File: src/rtl/fpcmp_pkg.sv
package fpcmp_pkg;
  localparam int MAG_W = 63;

  typedef struct packed {
    logic             sign;
    logic             nan;
    logic             snan;
    logic             zero;
    logic [MAG_W-1:0] mag;
  } opnd_t;

  typedef struct packed {
    logic lt;
    logic eq;
    logic gt;
    logic un;
  } rel_t;
endpackage

File: src/rtl/fpcmp_classify.sv
module fpcmp_classify
  import fpcmp_pkg::*;
#(
  parameter int EW = 11,
  parameter int FW = 52
) (
  input  logic [EW+FW:0] bits_i,
  output opnd_t          cls_o
);
  localparam int W = EW + FW + 1;

  logic [EW-1:0] expf;
  logic [FW-1:0] frac;
  logic          exp_max;

  assign expf    = bits_i[W-2:FW];
  assign frac    = bits_i[FW-1:0];
  assign exp_max = &expf;

  always_comb begin
    cls_o      = '0;
    cls_o.sign = bits_i[W-1];
    cls_o.nan  = exp_max && (frac != '0);
    cls_o.snan = exp_max && (frac != '0) && !frac[FW-1];
    cls_o.zero = (bits_i[W-2:0] == '0);
    cls_o.mag  = MAG_W'(bits_i[W-2:0]);
  end
endmodule

File: src/rtl/fpcmp_order.sv
module fpcmp_order
  import fpcmp_pkg::*;
(
  input  opnd_t a_i,
  input  opnd_t b_i,
  output rel_t  rel_o
);
  logic unord;
  logic same;
  logic below;

  always_comb begin
    unord = a_i.nan || b_i.nan;
    same  = (a_i.zero && b_i.zero) ||
            ((a_i.sign == b_i.sign) && (a_i.mag == b_i.mag));
    below = (a_i.sign && !b_i.sign) ||
            (!a_i.sign && !b_i.sign && (a_i.mag < b_i.mag)) ||
            (a_i.sign && b_i.sign && (a_i.mag > b_i.mag));
    rel_o.un = unord;
    rel_o.eq = !unord && same;
    rel_o.lt = !unord && !same && below;
    rel_o.gt = !unord && !same && !below;
  end
endmodule

File: src/rtl/fpcmp_decode.sv
module fpcmp_decode
  import fpcmp_pkg::*;
#(
  parameter int FC_W = 6
) (
  input  logic [FC_W-1:0] fc_i,
  output rel_t            cond_o,
  output logic            legal_o,
  output logic            sig_o
);
  logic [2:0] base;
  logic       neg_grp;

  assign base    = fc_i[2:0];
  assign neg_grp = fc_i[4];
  assign sig_o   = fc_i[3];

  always_comb begin
    cond_o = '0;
    if (!neg_grp) begin
      cond_o.lt = base[2];
      cond_o.eq = base[1];
      cond_o.un = base[0];
      legal_o   = !fc_i[5];
    end else begin
      cond_o.lt = 1'b1;
      cond_o.gt = 1'b1;
      cond_o.eq = base[0] && !base[1];
      cond_o.un = base[1] && !base[0];
      legal_o   = !fc_i[5] && !base[2] && (base[1:0] != 2'b00);
    end
  end
endmodule

File: src/rtl/fpcmp_mask.sv
module fpcmp_mask
  import fpcmp_pkg::*;
#(
  parameter int DW   = 64,
  parameter int DEXP = 11,
  parameter int DFRC = 52,
  parameter int SEXP = 8,
  parameter int SFRC = 23,
  parameter int FC_W = 6
) (
  input  logic            clk,
  input  logic            rst,
  input  logic            valid_i,
  input  logic            dbl_i,
  input  logic [FC_W-1:0] fc_i,
  input  logic [DW-1:0]   a_i,
  input  logic [DW-1:0]   b_i,
  output logic            vld_o,
  output logic [DW-1:0]   res_o,
  output logic            illegal_o,
  output logic            inv_cause_o,
  output logic            inv_sticky_o
);
  localparam int SW = 1 + SEXP + SFRC;
  localparam int NOP = 2;

  logic [DW-1:0] opnd  [NOP];
  opnd_t         cls_s [NOP];
  opnd_t         cls_d [NOP];
  opnd_t         cls   [NOP];

  assign opnd[0] = a_i;
  assign opnd[1] = b_i;

  for (genvar k = 0; k < NOP; k++) begin : g_op
    fpcmp_classify #(.EW(SEXP), .FW(SFRC)) u_sgl (
      .bits_i(opnd[k][SW-1:0]),
      .cls_o (cls_s[k])
    );
    fpcmp_classify #(.EW(DEXP), .FW(DFRC)) u_dbl (
      .bits_i(opnd[k][DW-1:0]),
      .cls_o (cls_d[k])
    );
    assign cls[k] = dbl_i ? cls_d[k] : cls_s[k];
  end

  rel_t rel;
  rel_t cond;
  logic legal;
  logic sig;

  fpcmp_order u_order (
    .a_i  (cls[0]),
    .b_i  (cls[1]),
    .rel_o(rel)
  );

  fpcmp_decode #(.FC_W(FC_W)) u_decode (
    .fc_i   (fc_i),
    .cond_o (cond),
    .legal_o(legal),
    .sig_o  (sig)
  );

  logic          hit;
  logic          inv_n;
  logic [DW-1:0] res_n;

  always_comb begin
    hit   = (cond.lt && rel.lt) || (cond.eq && rel.eq) ||
            (cond.gt && rel.gt) || (cond.un && rel.un);
    inv_n = legal && (sig ? (cls[0].nan || cls[1].nan)
                          : (cls[0].snan || cls[1].snan));
    res_n = '0;
    if (legal && hit) begin
      if (dbl_i) res_n = '1;
      else       res_n = {{(DW-SW){1'b0}}, {SW{1'b1}}};
    end
  end

  always_ff @(posedge clk) begin
    if (rst) begin
      vld_o        <= 1'b0;
      res_o        <= '0;
      illegal_o    <= 1'b0;
      inv_cause_o  <= 1'b0;
      inv_sticky_o <= 1'b0;
    end else begin
      vld_o <= valid_i;
      if (valid_i) begin
        res_o       <= res_n;
        illegal_o   <= !legal;
        inv_cause_o <= inv_n;
        if (inv_n) inv_sticky_o <= 1'b1;
      end
    end
  end

  assert_latency_R1: assert property (@(posedge clk) disable iff (rst)
    valid_i |=> vld_o);
  assert_hold_R1: assert property (@(posedge clk) disable iff (rst)
    !valid_i |=> (!vld_o && $stable(res_o) && $stable(illegal_o)));
  assert_out_of_range_R3: assert property (@(posedge clk) disable iff (rst)
    (valid_i && fc_i[5]) |=> (illegal_o && res_o == '0 && !inv_cause_o));
  assert_reserved_neg_R4: assert property (@(posedge clk) disable iff (rst)
    (valid_i && fc_i[4] && (fc_i[2:0] == 3'd0 || fc_i[2:0] > 3'd3))
    |=> (illegal_o && res_o == '0));
  assert_single_upper_R7: assert property (@(posedge clk) disable iff (rst)
    (valid_i && !dbl_i) |=> (res_o[DW-1:SW] == '0));
  assert_double_uniform_R7: assert property (@(posedge clk) disable iff (rst)
    (valid_i && dbl_i) |=> (res_o == '0 || res_o == '1));
  assert_sticky_keeps_R10: assert property (@(posedge clk) disable iff (rst)
    inv_sticky_o |=> inv_sticky_o);
  assert_cause_sticky_R10: assert property (@(posedge clk) disable iff (rst)
    inv_cause_o |-> inv_sticky_o);
endmodule

File: config.mk
export PLATFORM = sky130hd
export DESIGN_NAME = fpcmp_mask
export DESIGN_NICKNAME = d
export VERILOG_FILES = /design/src/rtl/fpcmp_pkg.sv /design/src/rtl/fpcmp_classify.sv /design/src/rtl/fpcmp_order.sv /design/src/rtl/fpcmp_decode.sv /design/src/rtl/fpcmp_mask.sv
export SDC_FILE = /design/constraint.sdc
export NUM_CORES = 1
export LEC_CHECK = 0
export BUFFER_PORTS_ARGS = -buffer_cell sky130_fd_sc_hd__buf_2
export CAP_MARGIN = 20
export CORE_UTILIZATION = 45
export DETAILED_ROUTE_END_ITERATION = 8
export PLACE_DENSITY = 0.83
export SETUP_SLACK_MARGIN = 0.02
export SLEW_MARGIN = 0
export SYNTH_ARGS = -nofsm -noshare
export SYNTH_HDL_FRONTEND = slang
export SYNTH_SLANG_ARGS = --single-unit
File: constraint.sdc
create_clock -name clk -period 3.5 [get_ports clk]
set_input_delay 0.35 -clock clk [delete_from_list [all_inputs] [get_ports clk]]
set_output_delay 0.35 -clock clk [all_outputs]
set_load 0.01 [all_outputs]
# Word level (Yosys, flattened, before mapping)
# Index checks and enable logic that the tools add are counted.
# op_classes
n_lt_le_gt_ge	2
eq_ne	2
mux	9
reduce_logical	65
# op_table
operator	n
$mux 67	2
$mux 64	2
$logic_not 63->1	2
$reduce_bool 52->1	2
$eq 63x63->1	1
$gt 63x63->1	1
$lt 63x63->1	1
$logic_not 31->1	2
$reduce_bool 23->1	2
$logic_and 1x1->1	29
$reduce_and 11->1	2
$reduce_and 8->1	2
$logic_not 1->1	14
$logic_or 1x1->1	8
$mux 1	4
$mux 2	1
$reduce_and 2->1	1
$reduce_bool 2->1	1
$eq 1x1->1	1
# word_totals
reg_bits	68
in_bits	138
output_inout_bits	68
word_cells	83

# Logic depth before layout (Yosys ltp)
# Gate-level depths: netlist of run 1.
# logic_depth
ltp_word	16
mapped_depth	13
depth_no_buf	10

# By module
# Synthesis of run 1 repeated with hierarchy kept, for this count alone.
# unflattened
hier_cells	839
hier_area_um2	6702.7
# modules_own_cells
module	n_inst	cells_per_inst	area_per_inst_um2	seq_area_each_um2
fpcmp_mask	1	240	2364.8	120.1
fpcmp_order	1	243	1749.2	0.0
fpcmp_classify (g_op[0].u_dbl ...)	2	93	670.6	0.0
fpcmp_classify (g_op[0].u_sgl ...)	2	80	591.8	0.0
fpcmp_decode	1	10	63.8	0.0

# Worst setup path before layout of run 1
# OpenSTA, ideal clock, no wires.
# synth_timing
path_kind	in2reg
from	input port dbl_i
to	register res_o[62]
setup_ns	0.124
arrival_time_ns	3.039
path_slack_ns	0.337
stages	13
path_cell_list	clkbuf_1 clkbuf_1 clkbuf_1 nand2_1 ha_1 nand4_1 nor4_1 nand4_1 o22ai_1 a21oi_1 or3_4 a41oi_2 o31ai_1
# synth_via
elab_chain_len	13
elab_cells_between_ends	36
classes_between	order compare (2); eq/ne (2); mux (4); reduce/logical (28)
# synth_rtl
element	line_no	source
start: declaration	fpcmp_mask.sv:14	input logic dbl_i,
parallel branches: the longest is 12 deep, another holds $lt 63x63->1	-	
$mux 64 *	fpcmp_mask.sv:75	if (legal && hit) begin
end signal: assignment	fpcmp_mask.sv:91	res_o <= res_n;
end: declaration	fpcmp_mask.sv:19	output logic [DW-1:0] res_o,
# Mark *: on every way between the ends.
# A chain may end at the register's enable or synchronous reset.

# Worst setup path in the final report of run 1
# Same ends and word-level chain as after synthesis.

==> metrics, run 1 <==
status=completed; GR Util All Layers=approximately 25%; Mapped Area=0.00322 mm^2; Worst slew margin=51.4%; YS warnings=0; TritonCTS clock tree=built; final worst-path cycle share=86.0%; post-synth cell types=48; FP Rows=30; Pre-antenna DRT Iters=5; #FFs+latches synth=6; final slew viol count=0; worst-margin pin slew=0.728 ns; htree depth=1; fillers=between 600 and 700; hold path start=rst; final setup vio count=0; Synth area leader=ha_1; ant diodes=0; # IOs=206; fin crit period=approximately 3 ns; top cells by area, synth=ha_1 (26%), buf_4 (14%), and2_1 (6.4%); Reg area=~120 um^2; P_leak=2.23 nW; Mapped Nets=661; Num Clock Sinks=6; r2r setup slk=2.25 ns; peak supply drop=0.109 mV; Reg2Reg Launch Point=res_o[62]; first-pass GRT wire length=15,000 um; fraction of registers with async set/reset=0%; number of global-route vias before repair=~3.4k; die outline area=between 0.007 and 0.008 mm^2; CTS Buffer Depth=2; R2R cell count=3; area grow syn2layout=22.9%; WP data required=between 3 and 4 ns; CP Max Fanout=32; max_cap viols=0; Initial Utilization=between 40% and 50%; Clock Latency Late Sink=0.21 ns; die height=~87 um; Total Wirelength=~9600 um; final instance area=~0.004 mm^2; layout cells sized above 1=37.6%; vias per inst=between 5 and 6; initial antenna violation count=0; DP Cell Count=694; synthesized instance count=457; non-filler cells, final=approximately 700; unrepaired setup endpoints after global routing=no; DR WL/cell=13.8 um; input/output buffers=205; number of flops mapped to enable cells by yosys=0; TritonCTS Buffers=3; DRT iter0 DRCs=173; chip width=86.6 um; hold_ws=0.366 ns; Final Hold Fails=0; hold-fix buffers at CTS=0; Clock Tree Root=clkbuf_8; core box area=0.00687 mm^2; drt drc=0; Synth Flop Type=dfxtp_1; Crit Path Class=in2reg; register area share after synthesis=under 10%; largest net degree at the start of global routing=34; post-CTS setup buffer count=0; Fin Clk Skew=0 ns; Arr. time, crit path=3.11 ns; CP endpoint kind=flop; fin nets=807; Final GP Congestion=0.937; Critical R2R Capture=res_o[62]; grt total ovfl=0; post-synthesis area per instance=7.06 um^2; DP Area=0.00392 mm^2; crit path launch type=primary input; f_max=332 MHz; top-area cell type share of the netlist area=25.6%; TNS Setup=0 ns; Hold/Removal Path Class=in2reg; area occupied by multi-input gates=0.00246 mm^2; CTS clk-pin slew, worst paths=about 0.040 ns; post-route ant nets=0; DR vias=3,787; power density cells=149 mW/mm^2; Critical Path Sink=res_o[62]; post-DP HPWL=8530 um; CP startpoint=dbl_i; post_cts resized=0
stage by stage:
stage | worst slack [ns] | power (mW) | utilization, %
after floorplan | 0.337 | 0.334 | -
after detailed placement | 0.311 | 0.485 | 57.1
after global placement | 0.406 | 0.473 | 57.1
after CTS | 0.554 | 0.591 | 57.7
after global routing | 0.182 | 0.648 | 57.7
final | 0.489 | 0.591 | 57.7
worst min path at each step:
stage | end | slack [ns] | cells after the start
final | illegal_o | 0.37 | 2
after detailed placement | illegal_o | 0.46 | 2
after floorplan | vld_o | 0.42 | 1
after CTS | illegal_o | 0.36 | 2
after global placement | illegal_o | 0.47 | 2
after global routing | vld_o | 0.38 | 2
final cells by class:
class / instances / share of cell area (%)
Timing Repair Buffer: 211 / 27.0
Inverter: 40 / 3.79
Multi-Input combinational cell: 341 / 62.1
Sequential cell: 6 / 3.03
Tap cell: 96 / 3.03
Clock buffer: 3 / 1.04
synthesized netlist by cell type (5+ instances only):
cell,count
ha_1,66
nand2_1,52
o21ai_0,10
dfxtp_1,6
nor2_1,14
a21o_1,5
nand4_1,29
a21oi_1,29
nor3_1,7
and2_1,33
nor4_1,27
clkbuf_1,8
buf_4,62
inv_1,40
nand3_1,11
cells in the final DEF, fill, tap and decap left out, types with 6 or more instances in the layout:
| cell type | netlist | final |
|---|---|---|
| a21oi_1 | 29 | 29 |
| nand3_1 | 11 | 11 |
| buf_2 | 0 | 205 |
| and2_1 | 33 | 33 |
| nor4_1 | 27 | 27 |
| nand4_1 | 29 | 29 |
| buf_4 | 62 | 6 |
| nand2_1 | 52 | 52 |
| nor2_1 | 14 | 14 |
| ha_1 | 66 | 66 |
| nor3_1 | 7 | 7 |
| dfxtp_1 | 6 | 6 |
| o21ai_0 | 10 | 10 |
| inv_1 | 40 | 40 |
critical path, stage by stage:
cell	delay (ns)
buf_2	0.44
nand2_1	0.10
ha_1	0.33
nand4_1	0.15
nor4_1	0.50
nand4_1	0.25
o22ai_1	0.21
a21oi_1	0.08
or3_4	0.39
a41oi_2	0.19
o31ai_1	0.09
cell families (layout without fill, tap and decap cells):
logic type / count (synthesis) / in the layout / synth area share, %
compound gates: 74 / 74 / 15.1
buf+inv: 110 / 254 / 20.0
simple gates: 198 / 198 / 34.6
flops: 6 / 6 / 3.73
mux: 3 / 3 / 0.970
fa+ha+maj: 66 / 66 / 25.6
power by group:
part | leakage, nW | switching, mW | internal, mW
Sequential | 0.0491 | 0.00683 | 0.0719
Clock | 0.0216 | 0.0290 | 0.0738
Combinational | 2.16 | 0.219 | 0.190
Total | 2.23 | 0.255 | 0.336
per-layer routing:
layer | GRT usage (%) | vias up | share of wire, %
met2 | 45.7 | 173 | 49
met3 | 3.05 | 14 | 6.7
met4 | 5.76 | 0 | 1.5
met1 | 30.2 | 1703 | 43
met5 | 0 | - | 0
li1 | - | 1897 | -
state kept, by name, summed over array words and instances, names as in the netlist:
| name | count |
|---|---|
| vld_o | 1 |
| res_o | 2 |
| inv_cause_o | 1 |
| illegal_o | 1 |
| inv_sticky_o | 1 |
No activity file was read; power rests on OpenSTA's default activity.
==> inputs of run 2 (changes only) <==
CORE_UTILIZATION = 48   (was 45)
PLACE_DENSITY = 0.88   (was 0.83)
clock period = 3.8 ns   (was 3.5 ns; I/O delays follow)
==> run 2 against run 1 <==
- clock power decreased by 8%
- register-to-register slack improved by 0.32 ns
- highest routed layer unchanged
- design area is 1.4% lower
- critical path type unchanged
- die area decreased by 6.1%
- clock skew did not move
- cell count down 3.3%
- sequential cell count stayed put
- first-iteration DRC count down 18%
- non-clock buffer count shrank 4
- setup slack improved by 0.13 ns
- utilization is 3.2 points higher
- the flow now finishes with violations (design-rule violations)
- combinational power decreased by 8.8%
==> metrics, run 2 (same netlist as run 1, synthesis figures left out) <==
WP data required=3.90 ns (+0.30 ns); P_leak=2.21 nW (-0.86%); status=finished, violations left; crit path launch type=primary input; GR Util All Layers=26.3% (+1.6 points); Top cell by count, worst path=nand4_1; final worst-path cycle share=83.6%; DP Cell Count=671 (-3.3%); grt total ovfl=0 (unchanged); dpl ws=0.409 ns (+0.0984 ns); Clock Latency Late Sink=0.22 ns (about the same); Worst slew margin=50.9% (-0.50 points); Final WS setup=0.623 ns (+0.134 ns); number of global-route vias before repair=3,497 (+1.9%); Total Wirelength=9500 um (-1.4%); DRT iter0 DRCs=141 (-18%); number of flip-flops in the largest register=2 (unchanged); CTS Buffer Depth=2 (unchanged); DR vias=3,776 (-0.29%); post-CTS setup buffer count=0 (unchanged); CP endpoint kind=flop; # IOs=206 (unchanged); power density cells=138 mW/mm^2 (-7.3%); DR WL/cell=14.1 um (+1.9%); violated checks=design-rule violations; Arr. time, crit path=3.28 ns (+0.17 ns); most flop-heavy register=res_o; Total Power=0.540 mW (-8.6%); crit path cell chain=buf_2, buf_4, nand2_1, ha_1, nand4_1, nor4_1, nand4_1, o22ai_1, a21oi_1, or3_4, a32oi_1, o21ai_1; Pre-antenna DRT Iters=7 (+2); post-route ant nets=0 (unchanged); Initial Utilization=50.2% (+3.3 points); critical path's slowest cell=buf_2; crit-path leading delay family=simple AND/OR/NAND/NOR gates; DP Area=0.00387 mm^2 (-1.4%); TNS Setup=0 ns (unchanged); final slew viol count=0 (unchanged); Final Hold Fails=0 (unchanged); layout cells sized above 1=37.2% (-0.42 points); CTS clk-pin slew, worst paths=0.04 ns (about the same); vias per inst=5.60 (+3.1%); first-pass GRT wire length=15,200 um (+1.5%); Num Clock Sinks=6 (unchanged); drt drc=30 (+30); ant diodes=0 (unchanged); die height=84.0 um (-3.1%); Final GP Congestion=0.899 (-4.0%); max_cap viols=0 (unchanged); Clock Tree Root=clkbuf_8; CP Max Fanout=50 (+56%); input/output buffers=205 (unchanged); CP peak stage delay=0.55 ns (+0.05 ns); Crit Path Class=in2reg; final setup vio count=0 (unchanged); non-filler cells, final=674 (-3.3%); core box area=0.00642 mm^2 (-6.5%); hold-fix buffers at CTS=0 (unchanged); commonest non-fill, non-tap cell in the layout=buf_2; chip width=84.0 um (-3.1%); worst-margin pin slew=0.735 ns (+0.00754 ns); largest net degree at the start of global routing=51 (+50%); htree depth=1 (unchanged); final instance area=0.00391 mm^2 (-1.4%); f_max=315 MHz; Hold/Removal Path Class=in2reg; unrepaired setup endpoints after global routing=no; TritonCTS clock tree=built; fin crit period=3.18 ns; TritonCTS Buffers=3 (unchanged); FP Rows=29 (-3.3%); Fin Clk Skew=0 ns (unchanged); post-DP HPWL=8400 um (-1.4%); die outline area=0.00705 mm^2 (-6.1%); fin nets=803 (-0.50%); post_cts resized=0 (unchanged); initial antenna violation count=0 (unchanged); most frequent cells in the layout=buf_2 (205), ha_1 (66), nand2_1 (52); peak supply drop=0.0952 mV (-12%); area grow syn2layout=21.2%; Worst Path Buf+Inv=2 (+1)
-- run 2: worst paths after layout --
check | start | endpoint | slack [ns] | cells past startpoint
min | rst | vld_o | 0.39 | 2
max reg2reg | res_o[62] | res_o[62] | 2.57 | 3
min reg2reg | illegal_o | illegal_o | 0.49 | 2
max | dbl_i | res_o[31] | 0.62 | 12
-- run 2: cell type report --
class,instances,area (um^2)
tap,77,96.3
clock buffer,3,41.3
multi-input combinational,341,2460
fill,591,2510
sequential,6,120
inverter,40,150
timing repair buffer,207,1040
-- run 2: metal layers --
metal / wire length, um / track usage [%] / share of wire [%]
met4: 271 / 11.3 / 2.9
met2: 4720 / 48.8 / 50
met5: 0 / 0 / 0
met3: 633 / 3.56 / 6.7
met1: 3880 / 29.7 / 41
-- run 2: through the flow --
stage                     hold WS (ns)  util [%]
after detailed placement         0.483      60.2
final                            0.386      60.8
after CTS                        0.387      60.8
after global placement           0.466      60.2
after floorplan                  0.452         -
after global routing             0.393      60.8
-- run 2: power breakdown --
group | switching (mW) | internal, mW | leakage (nW) | total, mW
Sequential | 0.00650 | 0.0662 | 0.0491 | 0.0727
Combinational | 0.200 | 0.172 | 2.14 | 0.373
Clock | 0.0267 | 0.0680 | 0.0216 | 0.0947
